`config.mk`:
```
export PLATFORM = sky130hd
export DESIGN_NAME = pipe_hazard_ctl
export DESIGN_NICKNAME = d
export VERILOG_FILES = /design/src/rtl/phz_pkg.sv /design/src/rtl/phz_pc_seq.sv /design/src/rtl/phz_load_use.sv /design/src/rtl/phz_fwd_mux.sv /design/src/rtl/phz_bubble_reg.sv /design/src/rtl/pipe_hazard_ctl.sv
export SDC_FILE = /design/constraint.sdc
export NUM_CORES = 1
export LEC_CHECK = 0
export BUFFER_PORTS_ARGS = -buffer_cell sky130_fd_sc_hd__buf_4
export CAP_MARGIN = 20
export CORE_MARGIN = 2
export CORE_UTILIZATION = 38
export CTS_CLUSTER_SIZE = 24
export DETAILED_ROUTE_END_ITERATION = 16
export PLACE_DENSITY_LB_ADDON = 0.3
export SYNTH_ARGS = -nofsm -noshare
export SYNTH_HDL_FRONTEND = slang
export SYNTH_SLANG_ARGS = --single-unit
export TNS_END_PERCENT = 30
```
`constraint.sdc`:
```
create_clock -name clk -period 2.45 [get_ports clk]
set_input_delay 0.49 -clock clk [delete_from_list [all_inputs] [get_ports clk]]
set_output_delay 0.49 -clock clk [all_outputs]
set_load 0.05 [all_outputs]
```
`src/rtl/phz_pkg.sv`:
```
// Shared types for the pipeline hazard controller.
package phz_pkg;

    // Operand source chosen by a forwarding mux; the encoding is visible at the ports.
    typedef enum logic [1:0] {
        FWD_RF  = 2'd0,
        FWD_EX  = 2'd1,
        FWD_MEM = 2'd2
    } fwd_src_e;

endpackage

```
`src/rtl/phz_pc_seq.sv`:
```
// Program counter sequencer.
// Steps by one instruction width each cycle. Holds on a stall and loads the
// target on a redirect. A redirect has priority over a hold.
// Assumes: reset is synchronous and active low; STEP fits in PC_W bits.
module phz_pc_seq #(
    parameter int          PC_W     = 16,
    parameter int          STEP     = 2,
    parameter logic [15:0] RESET_PC = 16'h0000
) (
    input  logic            clk,
    input  logic            rst_n,
    input  logic            hold,
    input  logic            redirect,
    input  logic [PC_W-1:0] target,
    output logic [PC_W-1:0] pc
);
    localparam logic [PC_W-1:0] STEP_V  = PC_W'(STEP);
    localparam logic [PC_W-1:0] RESET_V = PC_W'(RESET_PC);

    // Next-PC selection: reset, redirect, hold, or sequential step.
    always_ff @(posedge clk) begin
        if (!rst_n)
            pc <= RESET_V;
        else if (redirect)
            pc <= target;
        else if (!hold)
            pc <= pc + STEP_V;
    end

    p_step_r2: assert property (@(posedge clk) disable iff (!rst_n)
        (!hold && !redirect) |=> (pc == $past(pc) + STEP_V));
    p_hold_r4: assert property (@(posedge clk) disable iff (!rst_n)
        (hold && !redirect) |=> (pc == $past(pc)));
    p_redirect_r6: assert property (@(posedge clk) disable iff (!rst_n)
        redirect |=> (pc == $past(target)));

endmodule

```
`src/rtl/phz_load_use.sv`:
```
// Load-use detector.
// Flags a match when a valid decode instruction reads a register that the
// load currently in execute will write. The value is not available until
// after the memory stage.
// Assumes: sources are packed as NSRC fields of RIDX_W bits.
module phz_load_use #(
    parameter int RIDX_W = 3,
    parameter int NSRC   = 2
) (
    input  logic                        clk,
    input  logic                        rst_n,
    input  logic                        id_valid,
    input  logic [NSRC-1:0][RIDX_W-1:0] src,
    input  logic [RIDX_W-1:0]           ex_dst,
    input  logic                        ex_wen,
    input  logic                        ex_load,
    output logic                        hit
);
    logic [NSRC-1:0] src_match;

    // One comparator per source operand.
    for (genvar g = 0; g < NSRC; g++) begin : g_cmp
        assign src_match[g] = (src[g] == ex_dst);
    end

    // Combine per-source matches with the producer qualifiers.
    always_comb begin
        hit = id_valid && ex_wen && ex_load && (|src_match);
    end

    p_hit_needs_load_r3: assert property (@(posedge clk) disable iff (!rst_n)
        hit |-> (ex_load && ex_wen && id_valid));

endmodule

```
`src/rtl/phz_fwd_mux.sv`:
```
// Operand forwarding mux for one source register.
// Priority is: execute-stage result, then memory-stage value (read data for a
// load, ALU result otherwise), then the register-file value.
// Assumes: a matching load in execute stalls the pipe, so its value is don't-care.
module phz_fwd_mux #(
    parameter int XLEN   = 16,
    parameter int RIDX_W = 3
) (
    input  logic                  clk,
    input  logic                  rst_n,
    input  logic [RIDX_W-1:0]     src,
    input  logic [XLEN-1:0]       rf_data,
    input  logic [RIDX_W-1:0]     ex_dst,
    input  logic                  ex_wen,
    input  logic [XLEN-1:0]       ex_value,
    input  logic [RIDX_W-1:0]     mem_dst,
    input  logic                  mem_wen,
    input  logic                  mem_load,
    input  logic [XLEN-1:0]       mem_alu,
    input  logic [XLEN-1:0]       mem_rdata,
    output phz_pkg::fwd_src_e     sel,
    output logic [XLEN-1:0]       opnd
);
    import phz_pkg::*;

    logic ex_hit;
    logic mem_hit;

    // Producer match, qualified by each stage's write-enable.
    always_comb begin
        ex_hit  = ex_wen  && (ex_dst  == src);
        mem_hit = mem_wen && (mem_dst == src);
    end

    // Priority select, newest producer first.
    always_comb begin
        if (ex_hit)       sel = FWD_EX;
        else if (mem_hit) sel = FWD_MEM;
        else              sel = FWD_RF;
    end

    // Data steering for the selected source.
    always_comb begin
        case (sel)
            FWD_EX:  opnd = ex_value;
            FWD_MEM: opnd = mem_load ? mem_rdata : mem_alu;
            default: opnd = rf_data;
        endcase
    end

    p_ex_value_r8: assert property (@(posedge clk) disable iff (!rst_n)
        (ex_wen && ex_dst == src) |-> (opnd == ex_value));
    p_ex_over_mem_r10: assert property (@(posedge clk) disable iff (!rst_n)
        (ex_wen && ex_dst == src && mem_wen && mem_dst == src) |-> (sel == FWD_EX));
    p_no_wen_r11: assert property (@(posedge clk) disable iff (!rst_n)
        (!ex_wen && !mem_wen) |-> (opnd == rf_data));

endmodule

```
`src/rtl/phz_bubble_reg.sv`:
```
// Decode-to-execute control register.
// Loads the decoded control word, or all zeros (a bubble) when squashed.
// Assumes: an all-zero control word performs no architectural action.
module phz_bubble_reg #(
    parameter int CTRL_W = 8
) (
    input  logic              clk,
    input  logic              rst_n,
    input  logic              squash,
    input  logic [CTRL_W-1:0] id_ctrl,
    output logic [CTRL_W-1:0] ex_ctrl
);
    // Control-word capture with bubble insertion.
    always_ff @(posedge clk) begin
        if (!rst_n || squash)
            ex_ctrl <= '0;
        else
            ex_ctrl <= id_ctrl;
    end

    p_bubble_r5: assert property (@(posedge clk) disable iff (!rst_n)
        squash |=> (ex_ctrl == '0));
    p_pass_r5: assert property (@(posedge clk) disable iff (!rst_n)
        !squash |=> (ex_ctrl == $past(id_ctrl)));

endmodule

```
`src/rtl/pipe_hazard_ctl.sv`:
```
// Pipeline hazard and forwarding controller (top).
// Joins the PC sequencer, the load-use detector, the bubble register and one
// forwarding mux per source operand. A taken branch overrides a load-use
// stall: the PC is redirected and the decode instruction is squashed.
// Assumes: branch resolution and target come from execute in the same cycle.
module pipe_hazard_ctl #(
    parameter int          XLEN     = 16,
    parameter int          PC_W     = 16,
    parameter int          RIDX_W   = 3,
    parameter int          CTRL_W   = 8,
    parameter int          INSTR_W  = 16,
    parameter logic [15:0] RESET_PC = 16'h0000
) (
    input  logic              clk,
    input  logic              rst_n,
    input  logic              id_valid,
    input  logic [RIDX_W-1:0] id_src_a,
    input  logic [RIDX_W-1:0] id_src_b,
    input  logic [XLEN-1:0]   id_rf_a,
    input  logic [XLEN-1:0]   id_rf_b,
    input  logic [CTRL_W-1:0] id_ctrl,
    input  logic [RIDX_W-1:0] ex_dst,
    input  logic              ex_wen,
    input  logic              ex_load,
    input  logic [XLEN-1:0]   ex_result,
    input  logic [RIDX_W-1:0] mem_dst,
    input  logic              mem_wen,
    input  logic              mem_load,
    input  logic [XLEN-1:0]   mem_result,
    input  logic [XLEN-1:0]   mem_rdata,
    input  logic              br_taken,
    input  logic [PC_W-1:0]   br_target,
    output logic [PC_W-1:0]   pc,
    output logic              pc_hold,
    output logic              dec_squash,
    output logic [CTRL_W-1:0] ex_ctrl,
    output logic [XLEN-1:0]   opnd_a,
    output logic [XLEN-1:0]   opnd_b,
    output logic [1:0]        fwd_sel_a,
    output logic [1:0]        fwd_sel_b
);
    import phz_pkg::*;

    localparam int NSRC = 2;
    localparam int STEP = INSTR_W / 8;

    logic [NSRC-1:0][RIDX_W-1:0] src_vec;
    logic [NSRC-1:0][XLEN-1:0]   rf_vec;
    logic [NSRC-1:0][XLEN-1:0]   opnd_vec;
    fwd_src_e                    sel_vec [NSRC];
    logic                        lu_hit;

    // Pack per-operand inputs so the forwarding muxes can be generated.
    always_comb begin
        src_vec[0] = id_src_a;
        src_vec[1] = id_src_b;
        rf_vec[0]  = id_rf_a;
        rf_vec[1]  = id_rf_b;
    end

    phz_load_use #(.RIDX_W(RIDX_W), .NSRC(NSRC)) u_lu (
        .clk(clk), .rst_n(rst_n), .id_valid(id_valid), .src(src_vec),
        .ex_dst(ex_dst), .ex_wen(ex_wen), .ex_load(ex_load), .hit(lu_hit)
    );

    // Hazard resolution: a branch overrides the stall and squashes decode.
    always_comb begin
        pc_hold    = lu_hit && !br_taken;
        dec_squash = lu_hit || br_taken;
    end

    phz_pc_seq #(.PC_W(PC_W), .STEP(STEP), .RESET_PC(RESET_PC)) u_pc (
        .clk(clk), .rst_n(rst_n), .hold(pc_hold), .redirect(br_taken),
        .target(br_target), .pc(pc)
    );

    phz_bubble_reg #(.CTRL_W(CTRL_W)) u_bub (
        .clk(clk), .rst_n(rst_n), .squash(dec_squash), .id_ctrl(id_ctrl),
        .ex_ctrl(ex_ctrl)
    );

    for (genvar g = 0; g < NSRC; g++) begin : g_fwd
        phz_fwd_mux #(.XLEN(XLEN), .RIDX_W(RIDX_W)) u_mux (
            .clk(clk), .rst_n(rst_n), .src(src_vec[g]), .rf_data(rf_vec[g]),
            .ex_dst(ex_dst), .ex_wen(ex_wen), .ex_value(ex_result),
            .mem_dst(mem_dst), .mem_wen(mem_wen), .mem_load(mem_load),
            .mem_alu(mem_result), .mem_rdata(mem_rdata),
            .sel(sel_vec[g]), .opnd(opnd_vec[g])
        );
    end

    // Unpack forwarded operands and selects onto the ports.
    always_comb begin
        opnd_a    = opnd_vec[0];
        opnd_b    = opnd_vec[1];
        fwd_sel_a = sel_vec[0];
        fwd_sel_b = sel_vec[1];
    end

    p_reset_r1: assert property (@(posedge clk)
        !rst_n |=> (pc == PC_W'(RESET_PC) && ex_ctrl == '0));
    p_branch_wins_r7: assert property (@(posedge clk) disable iff (!rst_n)
        (br_taken && lu_hit) |-> (!pc_hold && dec_squash));

endmodule

```
### After elaboration in Yosys (flattened, before gate mapping)

Cells that the tools add are included.
Widths: inputs -> output; s select.

* add/subtract/negate cells: 1
* multiply operators: 0
* divide/modulo/power cells: 0
* magnitude comparators: 0
* eq/ne operators: 11
* shift-type cells: 0
* muxes and demuxes: 9
* bitwise operators: 0
* reduce and logical (&&, ||, !) cells: 13

Operators with widths (number)
* $pmux 16 s2: 2
* $mux 16: 3
* $eq 3x3->1: 6
* $add 16x2->16 const B: 1
* $logic_and 1x1->1: 8
* $mux 2: 4
* $eq 2x1->1 const B: 2
* $eq 2x2->1 const B: 2
* $logic_not 1->1: 2
* $logic_or 1x1->1: 2
* $ne 2x2->1 const B: 1
* $reduce_or 2->1: 1

* flip-flop bits (word level): 24
* bits in latches: 0
* RAM bits: 0
* ROM bits: 0
* input bits: 124
* word-level logic and storage cells: 36
* memories kept: 0

### Longest topological paths before layout

* depth after elaboration: 6
* mapped depth: 7
* mapped depth without buffers: 5

### Cells and area by module

A second synthesis with hierarchy kept.

* cells, all modules: 304
* area, all modules: 2472.4 µm²

By module, submodules not included
* phz_fwd_mux: times used 2, cells an instance 91, area each 650.6 µm², seq. area each 0.0 µm²
* phz_pc_seq: times used 1, cells an instance 94, area each 853.3 µm², seq. area each 320.3 µm²
* phz_bubble_reg: times used 1, cells an instance 16, area each 230.2 µm², seq. area each 160.2 µm²
* phz_load_use: times used 1, cells an instance 10, area each 75.1 µm², seq. area each 0.0 µm²
* pipe_hazard_ctl: times used 1, cells an instance 2, area each 12.5 µm², seq. area each 0.0 µm²

### Worst setup path after synthesis

No wires, ideal clock.

* path kind: input to output
* start: in mem_load
* end: out opnd_a[3]
* arrival: 2.080 ns
* data required time: 1.960 ns
* setup slack: -0.120 ns
* cell stages on the path: 5
* path buffers: 2
* cells stage by stage: clkbuf_1 buf_1 mux2i_1 nor3_1 a221o_1

* word-level cells in the longest chain between the ends: 2

Ends and longest elaborated chain
* start, declared: RTL line pipe_hazard_ctl.sv:28 `input logic mem_load,`
* $mux 16: RTL line phz_fwd_mux.sv:46 `FWD_MEM: opnd = mem_load ? mem_rdata : mem_alu;`
* $pmux 16 s2: RTL line phz_fwd_mux.sv:44 `case (sel)`
* end, declared: RTL line pipe_hazard_ctl.sv:37 `output logic [XLEN-1:0] opnd_a,`

No other way between the ends.

### Worst setup path in the final report

* start: in ex_dst[1]
* end: out opnd_b[3]

* word-level cells in the longest chain between the ends: 5
* elaborated cells between the ends (all ways): 6

Ends and longest elaborated chain
* start, declared: RTL line pipe_hazard_ctl.sv:22 `input logic [RIDX_W-1:0] ex_dst,`
* $eq 3x3->1 (*): RTL line phz_fwd_mux.sv:31 `ex_hit = ex_wen && (ex_dst == src);`
* $logic_and 1x1->1 (*): RTL line phz_fwd_mux.sv:31
* $mux 2 (*): RTL line phz_fwd_mux.sv:37 `if (ex_hit) sel = FWD_EX;`
* $eq 2x2->1 / $eq 2x1->1 (equally long branches): RTL line phz_fwd_mux.sv:44
* $pmux 16 s2 (*): RTL line phz_fwd_mux.sv:44
* end, declared: RTL line pipe_hazard_ctl.sv:38 `output logic [XLEN-1:0] opnd_b,`

Every way passes the cells marked *; elsewhere a longest branch is shown, timed or not.

==> metrics.yaml <==
logic_synthesis:
  synthSimpleGateAreaFrac_pct: 26.18
  synth-compound-area-share_pct: 26.99
  synth_top_family_by_area: "compound AO/OA/AOI/OAI gates"
  synth-adder-area-share_pct: 0.6203
  synth_area_leaders: "dfxtp_1 (24%), a221o_1 (16%), nor3_1 (9.4%)"
  syn_avg_cell_area_um2: 8.004
  synth_cell_types: 39
  synth_cells: 252
  yosysTopAreaCell: "dfxtp_1"
  synth_xor_xnor_area_share_pct: 7.382
  synthesis.area_mm2: 0.002017
  async_reset_ff_share_pct: 0
  yosysWarnings: 0
  yosys-mux-area-fraction_pct: 8.437
  syn-num-nets: 377
  synth_edf_count: 0
  synth.ff_latch_count: 24
  ys.flop_type: "dfxtp_1"
  yosysSeqAreaShare_pct: 23.82
  synth_top_area_share_pct: 23.82
clocking:
  cts_tree: "done"
  clockBufferDepth: 2
  cts_buffers: 3
  htreeDepth: 1
  clkLatencyLatePin_ns: 0.27
  ctsHoldBuffers: 0
  cts.clk_slew.worst_paths_ns: 0.08
  cts_sinks: 24
  cts-root-buf: "clkbuf_8"
placement:
  place.gp.congestion: 0.8865
  pre_cts_slack_ns: -0.4389
  placed_cell_area_mm2: 0.003593
  port_buffers: 185
  dp_hpwl_um: 6924
  place_inst: 505
cells_and_area:
  layout-drive-gt1-share_pct: 53.32
  fin_cells: 522
  syn_to_final_growth_pct: 103.2
  final_area_mm2: 0.004099
  antenna_cells: 0
  final_core_util_pct: 80.25
  fin_nets: 578
status:
  failed_checks: "setup timing"
  outcome: "complete, but fails checks"
setup_path:
  cpMaxStageDelayCell: "nor3_4"
  crit_chain: "buf_8 > buf_6 > xnor2_4 > nand2_2 > nor3_4 > buf_6 > buf_12 > clkbuf_16 > a221o_1 > buf_6"
  path_class: "primary input to primary output"
  reg2regPathDepth: 5
  reg2reg_to: "u_pc.pc[11]$_SDFFE_PN0P_"
  cp_data_required_time_ns: 1.96
  cp-end-kind: "primary output"
  path_max_fanout: 8
  r2r_slack_ns: 0.70
  cpMostUsedCell: "buf_6"
  max_stage_delay_ns: 0.20
  worst_setup_path_start_kind: "primary input"
  timing.rr.start: "u_pc.pc[3]$_SDFFE_PN0P_"
  arrival_ns: 1.98
timing:
  tightest_slew_ns: 0.3972
  setup_tns_ns: -0.02803
  relSlewSlack_pct: 72.76
  fin_ws_ns: -0.01555
  hold_violations: 0
  post-route-period-util_pct: 100.6
  min_period_ns: 2.466
  rsz0062_at_grt: "yes"
  fmax_ghz: 0.4056
  setup_viol: 2
  drv_slew: 0
  skew_ns: 0.01328
die:
  die_height_um: 76.86
  die-area_mm2: 0.005907
  core_mm2: 0.005107
  die_w_um: 76.86
  initial_core_util_pct: 39.49
  ios: 186
  rows: 26
power_and_ir_drop:
  leakagePower_uw: 0.001965
  pwr_density_cell_mw_per_mm2: 443.2
  vdd_drop_max_mv: 0.5484
drt:
  via_per_inst: 5.881
  drt-wirelength-per-cell_um: 19.77
  finalWirelength_um: 10320
  dr.pass1.iters: 6
  antenna_left: 0
  drt_iter0_markers: 235
  num_vias: 3070
  post-route-drc-count: 0
global_routing:
  global_route.usage.total_pct: 29.59
  grt_max_degree: 26
  grt_pass1_vias: 2958
  antenna_found_initial: 0
  overflow: 0
  grt_pass1_wl_um: 14450
min_path:
  hold_class: "primary input to flop"
  min_path_cells: 3
  min_to: "u_bub.ex_ctrl[3]$_SDFF_PP0_"
  worstHoldStart: "id_ctrl[3]"
run:
  cap_violations: 0
worst max-delay path, delay by kind of cell:
family          cells  cell delay (ns)
buf+inv             6             0.83
compound gates      1             0.18
simple gates        2             0.28
xor+xnor            1             0.18
layer usage:
metal / up-vias / share of wire (%) / routed length (um) / global-route usage [%]
li1: 1380 / - / - / -
met1: 1415 / 37 / 3848 / 33.79
met2: 227 / 49 / 5096 / 54.30
met3: 48 / 9.3 / 957 / 7.059
met4: 0 / 4.0 / 417 / 8.545
met5: - / 0 / 0 / 0
repair_timing:
| item | CTS | global route |
|---|---|---|
| gates cloned | 3 | 3 |
| pin swaps | 9 | 11 |
| buffers inserted | 6 | 5 |
| setup endpoints to repair | 32 | 32 |
| gates resized for setup | 26 | 30 |
kinds of logic after synthesis:
logic type | count (synthesis)
simple gates | 93
compound gates | 67
flops | 24
fa+ha+maj | 1
mux | 17
xor+xnor | 17
buf+inv | 33
layout by cell type, fill, tap and decap left out, types with 4 or more instances in the layout:
cell	n
mux2i_1	17
nor2_1	12
a31oi_1	5
xnor2_1	11
buf_6	28
buf_4	179
o21ai_0	13
a221o_1	29
nand4_1	5
nor3_1	37
nand2_1	4
a21oi_1	4
inv_1	11
nand3_1	7
and4_1	5
dfxtp_1	24
cells in the mapped netlist (all sizes together) (3+ instances only):
cell type	number
a31oi	5
clkbuf	18
and4	5
nor2	12
nand3	7
nor2b	4
nor3	40
o21ai	13
a311oi	3
buf	4
nand4	5
dfxtp	24
a21oi	4
and3	3
inv	11
mux2i	17
nand2	6
xnor2	13
a221o	32
xor2	4
through the flow:
step | power (uW) | hold WS, ns
floorplan | 975.3 | 0.6022
global placement | 1336 | 0.5016
detailed placement | 1350 | 0.5212
CTS | 1756 | 0.4404
global route | 1873 | 0.4462
finish | 1817 | 0.4399
flip-flops by register name, indices dropped and copies added (netlist names):
register and cells:
u_pc.pc 16, u_bub.ex_ctrl 8
how the worst max path moves through the flow:
stage	cells past startpoint	from	end
2_1_floorplan	4	id_src_a[0]	pc_hold
3_3_place_gp	6	id_src_a[1]	opnd_a[7]
3_5_place_dp	6	id_src_a[1]	opnd_a[5]
4_1_cts	10	ex_dst[1]	opnd_b[6]
5_1_grt	8	mem_dst[1]	opnd_b[6]
6_report	10	ex_dst[1]	opnd_b[3]
power by group:
| group | internal [uW] | total [uW] | switching [uW] | leakage [uW] |
|---|---|---|---|---|
| combinational | 439 | 1020 | 586 | 0.00173 |
| clock | 219 | 353 | 134 | 0.0000357 |
| sequential | 415 | 440 | 24.9 | 0.000199 |
| total | 1070 | 1820 | 744 | 0.00197 |
final cells by class:
cell class | instances | area, um2
timing repair buffer | 217 | 1874
multi-input combinational | 196 | 1544
fill | 335 | 1008
sequential | 24 | 480.5
tap | 70 | 87.58
clock buffer | 3 | 41.29
inverter | 11 | 41.29
clock inverter | 1 | 30.03
(Power assumes the default switching activity.)
